==> config.mk <==
export PLATFORM = sky130hd
export DESIGN_NAME = gpio_port_ctl
export DESIGN_NICKNAME = d
export VERILOG_FILES = /design/src/rtl/gpio_port_pkg.sv /design/src/rtl/gpio_port_ctrl.sv /design/src/rtl/gpio_in_sync.sv /design/src/rtl/gpio_port_dp.sv /design/src/rtl/gpio_port_ctl.sv
export SDC_FILE = /design/constraint.sdc
export NUM_CORES = 1
export LEC_CHECK = 0
export BUFFER_PORTS_ARGS = -buffer_cell sky130_fd_sc_hd__buf_2
export CORE_MARGIN = 1.5
export CORE_UTILIZATION = 46
export DETAILED_ROUTE_END_ITERATION = 8
export PLACE_DENSITY = 0.81
export SYNTH_ARGS = -nofsm -noshare
export SYNTH_HDL_FRONTEND = slang
export SYNTH_SLANG_ARGS = --single-unit
==> constraint.sdc <==
create_clock -name clk -period 1.85 [get_ports clk]
set_input_delay 0.0925 -clock clk [delete_from_list [all_inputs] [get_ports clk]]
set_output_delay 0.0925 -clock clk [all_outputs]
set_load 0.02 [all_outputs]
==> src/rtl/gpio_port_pkg.sv <==
package gpio_port_pkg;

  typedef enum logic [2:0] {
    IDX_FUNC  = 3'd0,
    IDX_DATA  = 3'd1,
    IDX_DSET  = 3'd2,
    IDX_DCLR  = 3'd3,
    IDX_DIRS  = 3'd4,
    IDX_DIRC  = 3'd5,
    IDX_INEN  = 3'd6,
    IDX_MUX   = 3'd7
  } regIdx_e;

  typedef struct packed {
    logic    wrFunc;
    logic    wrData;
    logic    wrSet;
    logic    wrClr;
    logic    wrDirSet;
    logic    wrDirClr;
    logic    wrInen;
    logic    wrMux;
    logic    refresh;
    logic    rdEn;
    regIdx_e rdIdx;
  } portStrobe_t;

endpackage

==> src/rtl/gpio_port_ctrl.sv <==
module gpio_port_ctrl
  import gpio_port_pkg::*;
#(
  parameter int ADDR_W = 8
) (
  input  logic              busValid,
  input  logic              busWrite,
  input  logic [ADDR_W-1:0] busAddr,
  input  logic              busSize,
  output portStrobe_t       strobe,
  output logic              busErr
);

  localparam int WIN_BITS = 5;

  logic    aligned;
  logic    inWindow;
  logic    sizeOk;
  logic    accOk;
  regIdx_e idx;

  always_comb begin
    idx      = regIdx_e'(busAddr[WIN_BITS-1:2]);
    aligned  = (busAddr[1:0] == 2'b00);
    inWindow = ((busAddr >> WIN_BITS) == '0);
    sizeOk   = (idx == IDX_MUX) ? busSize : !busSize;
    busErr   = busValid && !(aligned && inWindow && sizeOk);
    accOk    = busValid && !busErr;
  end

  always_comb begin
    strobe          = '0;
    strobe.rdIdx    = idx;
    strobe.rdEn     = accOk && !busWrite;
    if (accOk && busWrite) begin
      unique case (idx)
        IDX_FUNC: strobe.wrFunc   = 1'b1;
        IDX_DATA: strobe.wrData   = 1'b1;
        IDX_DSET: strobe.wrSet    = 1'b1;
        IDX_DCLR: strobe.wrClr    = 1'b1;
        IDX_DIRS: strobe.wrDirSet = 1'b1;
        IDX_DIRC: strobe.wrDirClr = 1'b1;
        IDX_INEN: strobe.wrInen   = 1'b1;
        IDX_MUX:  strobe.wrMux    = 1'b1;
        default:  ;
      endcase
    end
    strobe.refresh = strobe.wrData || strobe.wrSet || strobe.wrClr || strobe.wrDirSet;
  end

endmodule

==> src/rtl/gpio_in_sync.sv <==
module gpio_in_sync #(
  parameter int WIDTH  = 16,
  parameter int STAGES = 2
) (
  input  logic             clk,
  input  logic             rstN,
  input  logic [WIDTH-1:0] dIn,
  output logic [WIDTH-1:0] dOut
);

  logic [WIDTH-1:0] stage [STAGES];

  always_ff @(posedge clk or negedge rstN) begin
    if (!rstN) stage[0] <= '0;
    else       stage[0] <= dIn;
  end

  for (genvar s = 1; s < STAGES; s++) begin : gStage
    always_ff @(posedge clk or negedge rstN) begin
      if (!rstN) stage[s] <= '0;
      else       stage[s] <= stage[s-1];
    end
  end

  assign dOut = stage[STAGES-1];

endmodule

==> src/rtl/gpio_port_dp.sv <==
module gpio_port_dp
  import gpio_port_pkg::*;
#(
  parameter int PIN_W  = 16,
  parameter int BUS_W  = 32,
  parameter int SYNC_N = 2
) (
  input  logic             clk,
  input  logic             rstN,
  input  portStrobe_t      strobe,
  input  logic [BUS_W-1:0] busWdata,
  output logic [BUS_W-1:0] busRdata,
  input  logic [PIN_W-1:0] pinIn,
  output logic [PIN_W-1:0] pinOut,
  output logic [PIN_W-1:0] pinInSync,
  output logic [PIN_W-1:0] acceptMask
);

  localparam int PAD_W = BUS_W - PIN_W;

  logic [PIN_W-1:0] funcQ, dataQ, dirQ, inenQ;
  logic [BUS_W-1:0] muxQ;
  logic [PIN_W-1:0] dataNext, dirNext, wLow;
  logic [PIN_W-1:0] pinOutQ;
  logic [PIN_W-1:0] syncOut;

  assign wLow = busWdata[PIN_W-1:0];

  always_comb begin
    dataNext = dataQ;
    if (strobe.wrData) dataNext = wLow;
    if (strobe.wrSet)  dataNext = dataQ | wLow;
    if (strobe.wrClr)  dataNext = dataQ & ~wLow;
    dirNext = dirQ;
    if (strobe.wrDirSet) dirNext = dirQ | wLow;
    if (strobe.wrDirClr) dirNext = dirQ & ~wLow;
  end

  always_ff @(posedge clk or negedge rstN) begin
    if (!rstN) begin
      funcQ <= '0;
      dataQ <= '0;
      dirQ  <= '0;
      inenQ <= '0;
      muxQ  <= '0;
    end else begin
      dataQ <= dataNext;
      dirQ  <= dirNext;
      if (strobe.wrFunc) funcQ <= wLow;
      if (strobe.wrInen) inenQ <= wLow;
      if (strobe.wrMux)  muxQ  <= busWdata;
    end
  end

  for (genvar i = 0; i < PIN_W; i++) begin : gPin
    always_ff @(posedge clk or negedge rstN) begin
      if (!rstN)                           pinOutQ[i] <= 1'b0;
      else if (strobe.refresh && !inenQ[i]) pinOutQ[i] <= dataNext[i];
    end
    assign acceptMask[i] = !dirQ[i] && inenQ[i] && funcQ[i];
  end

  gpio_in_sync #(.WIDTH(PIN_W), .STAGES(SYNC_N)) uSync (
    .clk  (clk),
    .rstN (rstN),
    .dIn  (pinIn & acceptMask),
    .dOut (syncOut)
  );

  assign pinInSync = syncOut & acceptMask;
  assign pinOut    = pinOutQ;

  always_comb begin
    busRdata = '0;
    if (strobe.rdEn) begin
      unique case (strobe.rdIdx)
        IDX_FUNC:                     busRdata = {{PAD_W{1'b0}}, funcQ};
        IDX_DATA, IDX_DSET, IDX_DCLR: busRdata = {{PAD_W{1'b0}}, dataQ};
        IDX_DIRS, IDX_DIRC:           busRdata = {{PAD_W{1'b0}}, dirQ};
        IDX_INEN:                     busRdata = {{PAD_W{1'b0}}, inenQ};
        IDX_MUX:                      busRdata = muxQ;
        default:                      busRdata = '0;
      endcase
    end
  end

endmodule

==> src/rtl/gpio_port_ctl.sv <==
module gpio_port_ctl
  import gpio_port_pkg::*;
#(
  parameter int ADDR_W = 8,
  parameter int PIN_W  = 16,
  parameter int BUS_W  = 32,
  parameter int SYNC_N = 2
) (
  input  logic              clk,
  input  logic              rstN,
  input  logic              busValid,
  input  logic              busWrite,
  input  logic [ADDR_W-1:0] busAddr,
  input  logic              busSize,
  input  logic [BUS_W-1:0]  busWdata,
  output logic [BUS_W-1:0]  busRdata,
  output logic              busErr,
  input  logic [PIN_W-1:0]  pinIn,
  output logic [PIN_W-1:0]  pinOut,
  output logic [PIN_W-1:0]  pinInSync
);

  portStrobe_t      strobe;
  logic [PIN_W-1:0] acceptMask;

  gpio_port_ctrl #(.ADDR_W(ADDR_W)) uCtrl (
    .busValid (busValid),
    .busWrite (busWrite),
    .busAddr  (busAddr),
    .busSize  (busSize),
    .strobe   (strobe),
    .busErr   (busErr)
  );

  gpio_port_dp #(.PIN_W(PIN_W), .BUS_W(BUS_W), .SYNC_N(SYNC_N)) uDp (
    .clk        (clk),
    .rstN       (rstN),
    .strobe     (strobe),
    .busWdata   (busWdata),
    .busRdata   (busRdata),
    .pinIn      (pinIn),
    .pinOut     (pinOut),
    .pinInSync  (pinInSync),
    .acceptMask (acceptMask)
  );

endmodule

==> flow_summary.json <==
{
  "drt_iter0_markers": 483,
  "finalCritPeriodShare": 1.152,
  "row_count": 43,
  "hp-class": "in -> reg",
  "critical_path.max_fanout": 8,
  "p_switching_mw": 1.688,
  "power_leakage_nw": 4.859,
  "drive_gt1_frac": 0.4259,
  "netlist_top_cells_count": "dfrtp_1, mux2_2, and4_1, nand2_1",
  "maxSlewHeadroom": 0.6044,
  "grt_max_degree": 52,
  "portBuffers": 125,
  "required_ns": 1.76,
  "drt-total-wl_mm": 20.07,
  "r2r-start": "uDp.inenQ[3]",
  "max_freq_mhz": 469.3,
  "violations": "setup timing",
  "grt_use_met1": 0.3259,
  "synth_most_common_cell": "dfrtp_1",
  "synthCells": 538,
  "busiest_layer": "met2",
  "whs_endpoint": "uDp.uSync.stage[31]",
  "coreArea_sq_um": 13990,
  "place.gp.congestion": 0.8323,
  "cts_root_buffer": "clkbuf_16",
  "synth-edff-count": 0,
  "fin_nets": 798,
  "grt_use_total": 0.2735,
  "grtUsageMet3": 0.05074,
  "worst_pin_slew_ns": 0.5898,
  "die_h_um": 123.3,
  "ys_ff_latch": 144,
  "fp.dieArea_sq_um": 15210,
  "r2r_cells": 2,
  "ir_worst_vdd_v": 0.0006859,
  "grt_pass1_vias": 5842,
  "status": "complete, but fails checks",
  "seq_power_share": 0.441,
  "yosysTopAreaCell": "dfrtp_1",
  "antenna_found_initial": 1,
  "n_fill_cell": 941,
  "final_antenna_net_count": 0,
  "grt_pass1_wl_mm": 30.90,
  "ios": 126,
  "switching_share": 0.2311,
  "dp_hpwl_mm": 11.63,
  "power_frac_comb": 0.078,
  "cts_made_buffers": 17,
  "cts_max_level": 4,
  "wl_per_cell_um": 21.58,
  "clock_sinks": 144,
  "ys_warn_count": 0,
  "grt.overflow.total": 0,
  "holdWs_ns": 0.02542,
  "ys_seq_area_frac": 0.5409,
  "netlist.area_leader.share": 0.5409,
  "cts_tree": "yes",
  "vias_per_cell": 5.787,
  "slew_viol_final": 0,
  "path_class": "in -> out",
  "power.density_nw_per_um2": 777.5,
  "initial_core_util": 0.4762,
  "drv_cap": 0,
  "clockBufferDepth": 2,
  "firstDrtPassIters": 5,
  "fin_ws_ns": -0.2808,
  "ff2ff_setup_slack_ns": 0.75,
  "clk_latency_ns": 0.43,
  "p_total_mw": 7.304,
  "syn_area_sq_um": 6661,
  "hp-start": "pinIn[15]",
  "die_w_um": 123.3,
  "end_kind": "primary output",
  "synthArstFlopShare": 1.000,
  "ys_types": 31,
  "finalClockSkew_ns": 0.008043,
  "synth_nets": 599,
  "p_clk_frac": 0.481,
  "synth_top_flop_cell": "dfrtp_1",
  "critPathArrivalTime_ns": 2.04,
  "holdPathStages": 2,
  "fin_crit_ns": 2.131,
  "reg2reg_to": "uDp.pinOut[3]",
  "synth_area_leaders": "dfrtp_1, mux2_2, mux2_4",
  "finalSetupViolCount": 64,
  "route.vias.total": 5382,
  "clkTransAtPathRegs_ns": 0.06,
  "synth_area_per_cell_sq_um": 12.38,
  "rsz0062_at_grt": "true",
  "cp-start-kind": "input port",
  "intPower_mw": 5.616,
  "grtUsageMet2": 0.4590,
  "area_growth_pct": 41.02,
  "hold_violations": 0,
  "remaining_drc_errors": 0
}
-- cell families (layout without fill, tap and decap cells) --
| kind of cell | count (synthesis) | count (layout) | synth area share |
|---|---|---|---|
| XOR/XNOR | 2 | 2 | 0.002630 |
| other | 0 | 1 | 0 |
| AO/OA/AOI/OAI | 70 | 70 | 0.07645 |
| buffers and inverters | 54 | 265 | 0.03437 |
| multiplexers | 112 | 112 | 0.2002 |
| flip-flops | 144 | 144 | 0.5409 |
| AND/OR/NAND/NOR | 156 | 156 | 0.1454 |
-- metrics by stage --
stage	setup TNS (ns)	std cells	util	worst slack, ns	instance area [sq um]
after floorplan	-7.520	538	-	-0.1988	6862
after global placement	-21.50	844	0.5685	-0.4393	7953
after detailed placement	-24.23	844	0.5685	-0.4675	7953
after CTS	-5.809	926	0.6671	-0.3133	9331
after global routing	-10.89	930	0.6716	-0.3086	9394
final	-9.445	930	0.6716	-0.2808	9394
-- cell type report --
class / instances / area (sq um) / area share
flip-flops and latches: 144 / 3603 / 0.3836
multi-input cells: 340 / 3108 / 0.3308
repair buffers: 216 / 1790 / 0.1906
clock buffers: 21 / 460.4 / 0.04901
well taps: 180 / 225.2 / 0.02397
clock inverters: 10 / 136.4 / 0.01452
inverters: 18 / 67.56 / 0.007192
diodes: 1 / 2.502 / 0.0002664
-- power groups by stage --
stage               Clock (mW)  Combinational, mW  Sequential (mW)
CTS                       3.55              0.555             3.21
detailed placement           0              0.465             3.27
finish                    3.51              0.572             3.22
global route              3.67              0.618             3.22
floorplan                    0              0.198             3.26
global placement             0              0.444             3.27
-- worst max-delay path by stage --
stage / start / end / slack (ns) / cells past startpoint
finish: busAddr[6] / busRdata[9] / -0.28 / 7
global placement: busAddr[6] / busRdata[10] / -0.44 / 7
CTS: busAddr[6] / busRdata[4] / -0.31 / 7
detailed placement: busAddr[6] / busRdata[10] / -0.47 / 7
floorplan: busAddr[6] / busRdata[10] / -0.20 / 6
global route: busAddr[6] / busRdata[9] / -0.31 / 7
-- critical path, stage by stage --
cell and delay [ns]:
buf_8 0.09, or4b_4 0.53, or3_4 0.35, or3_4 0.43
buf_12 0.19, a211oi_4 0.20, buf_6 0.15
-- placed cells by master, fill, tap and decap left out, types with 17 or more instances in the layout --
master         instances
and4_1                33
buf_4                 32
mux2_4                30
o21ai_0               17
dlygate4sd3_1         48
buf_6                 33
mux2i_1               32
dfrtp_1              144
inv_1                 18
nand2_1               33
mux2_2                49
clkbuf_16             17
buf_2                 91
-- layer usage --
metal  share of wire  routed length [um]
met1            0.40                7975
met2            0.51               10230
met3           0.052                1053
met4           0.040                 811
met5               0                   0
-- repair_timing --
item | CTS | global route
gates cloned | 2 | 0
buffers inserted | 2 | 2
pin swaps | 3 | 13
endpoints found under the setup margin | 32 | 32
gates resized for setup | 86 | 8
endpoints found under the hold margin | 145 | 1
hold buffers | 47 | 1
Power figures use the tool's default switching activity.
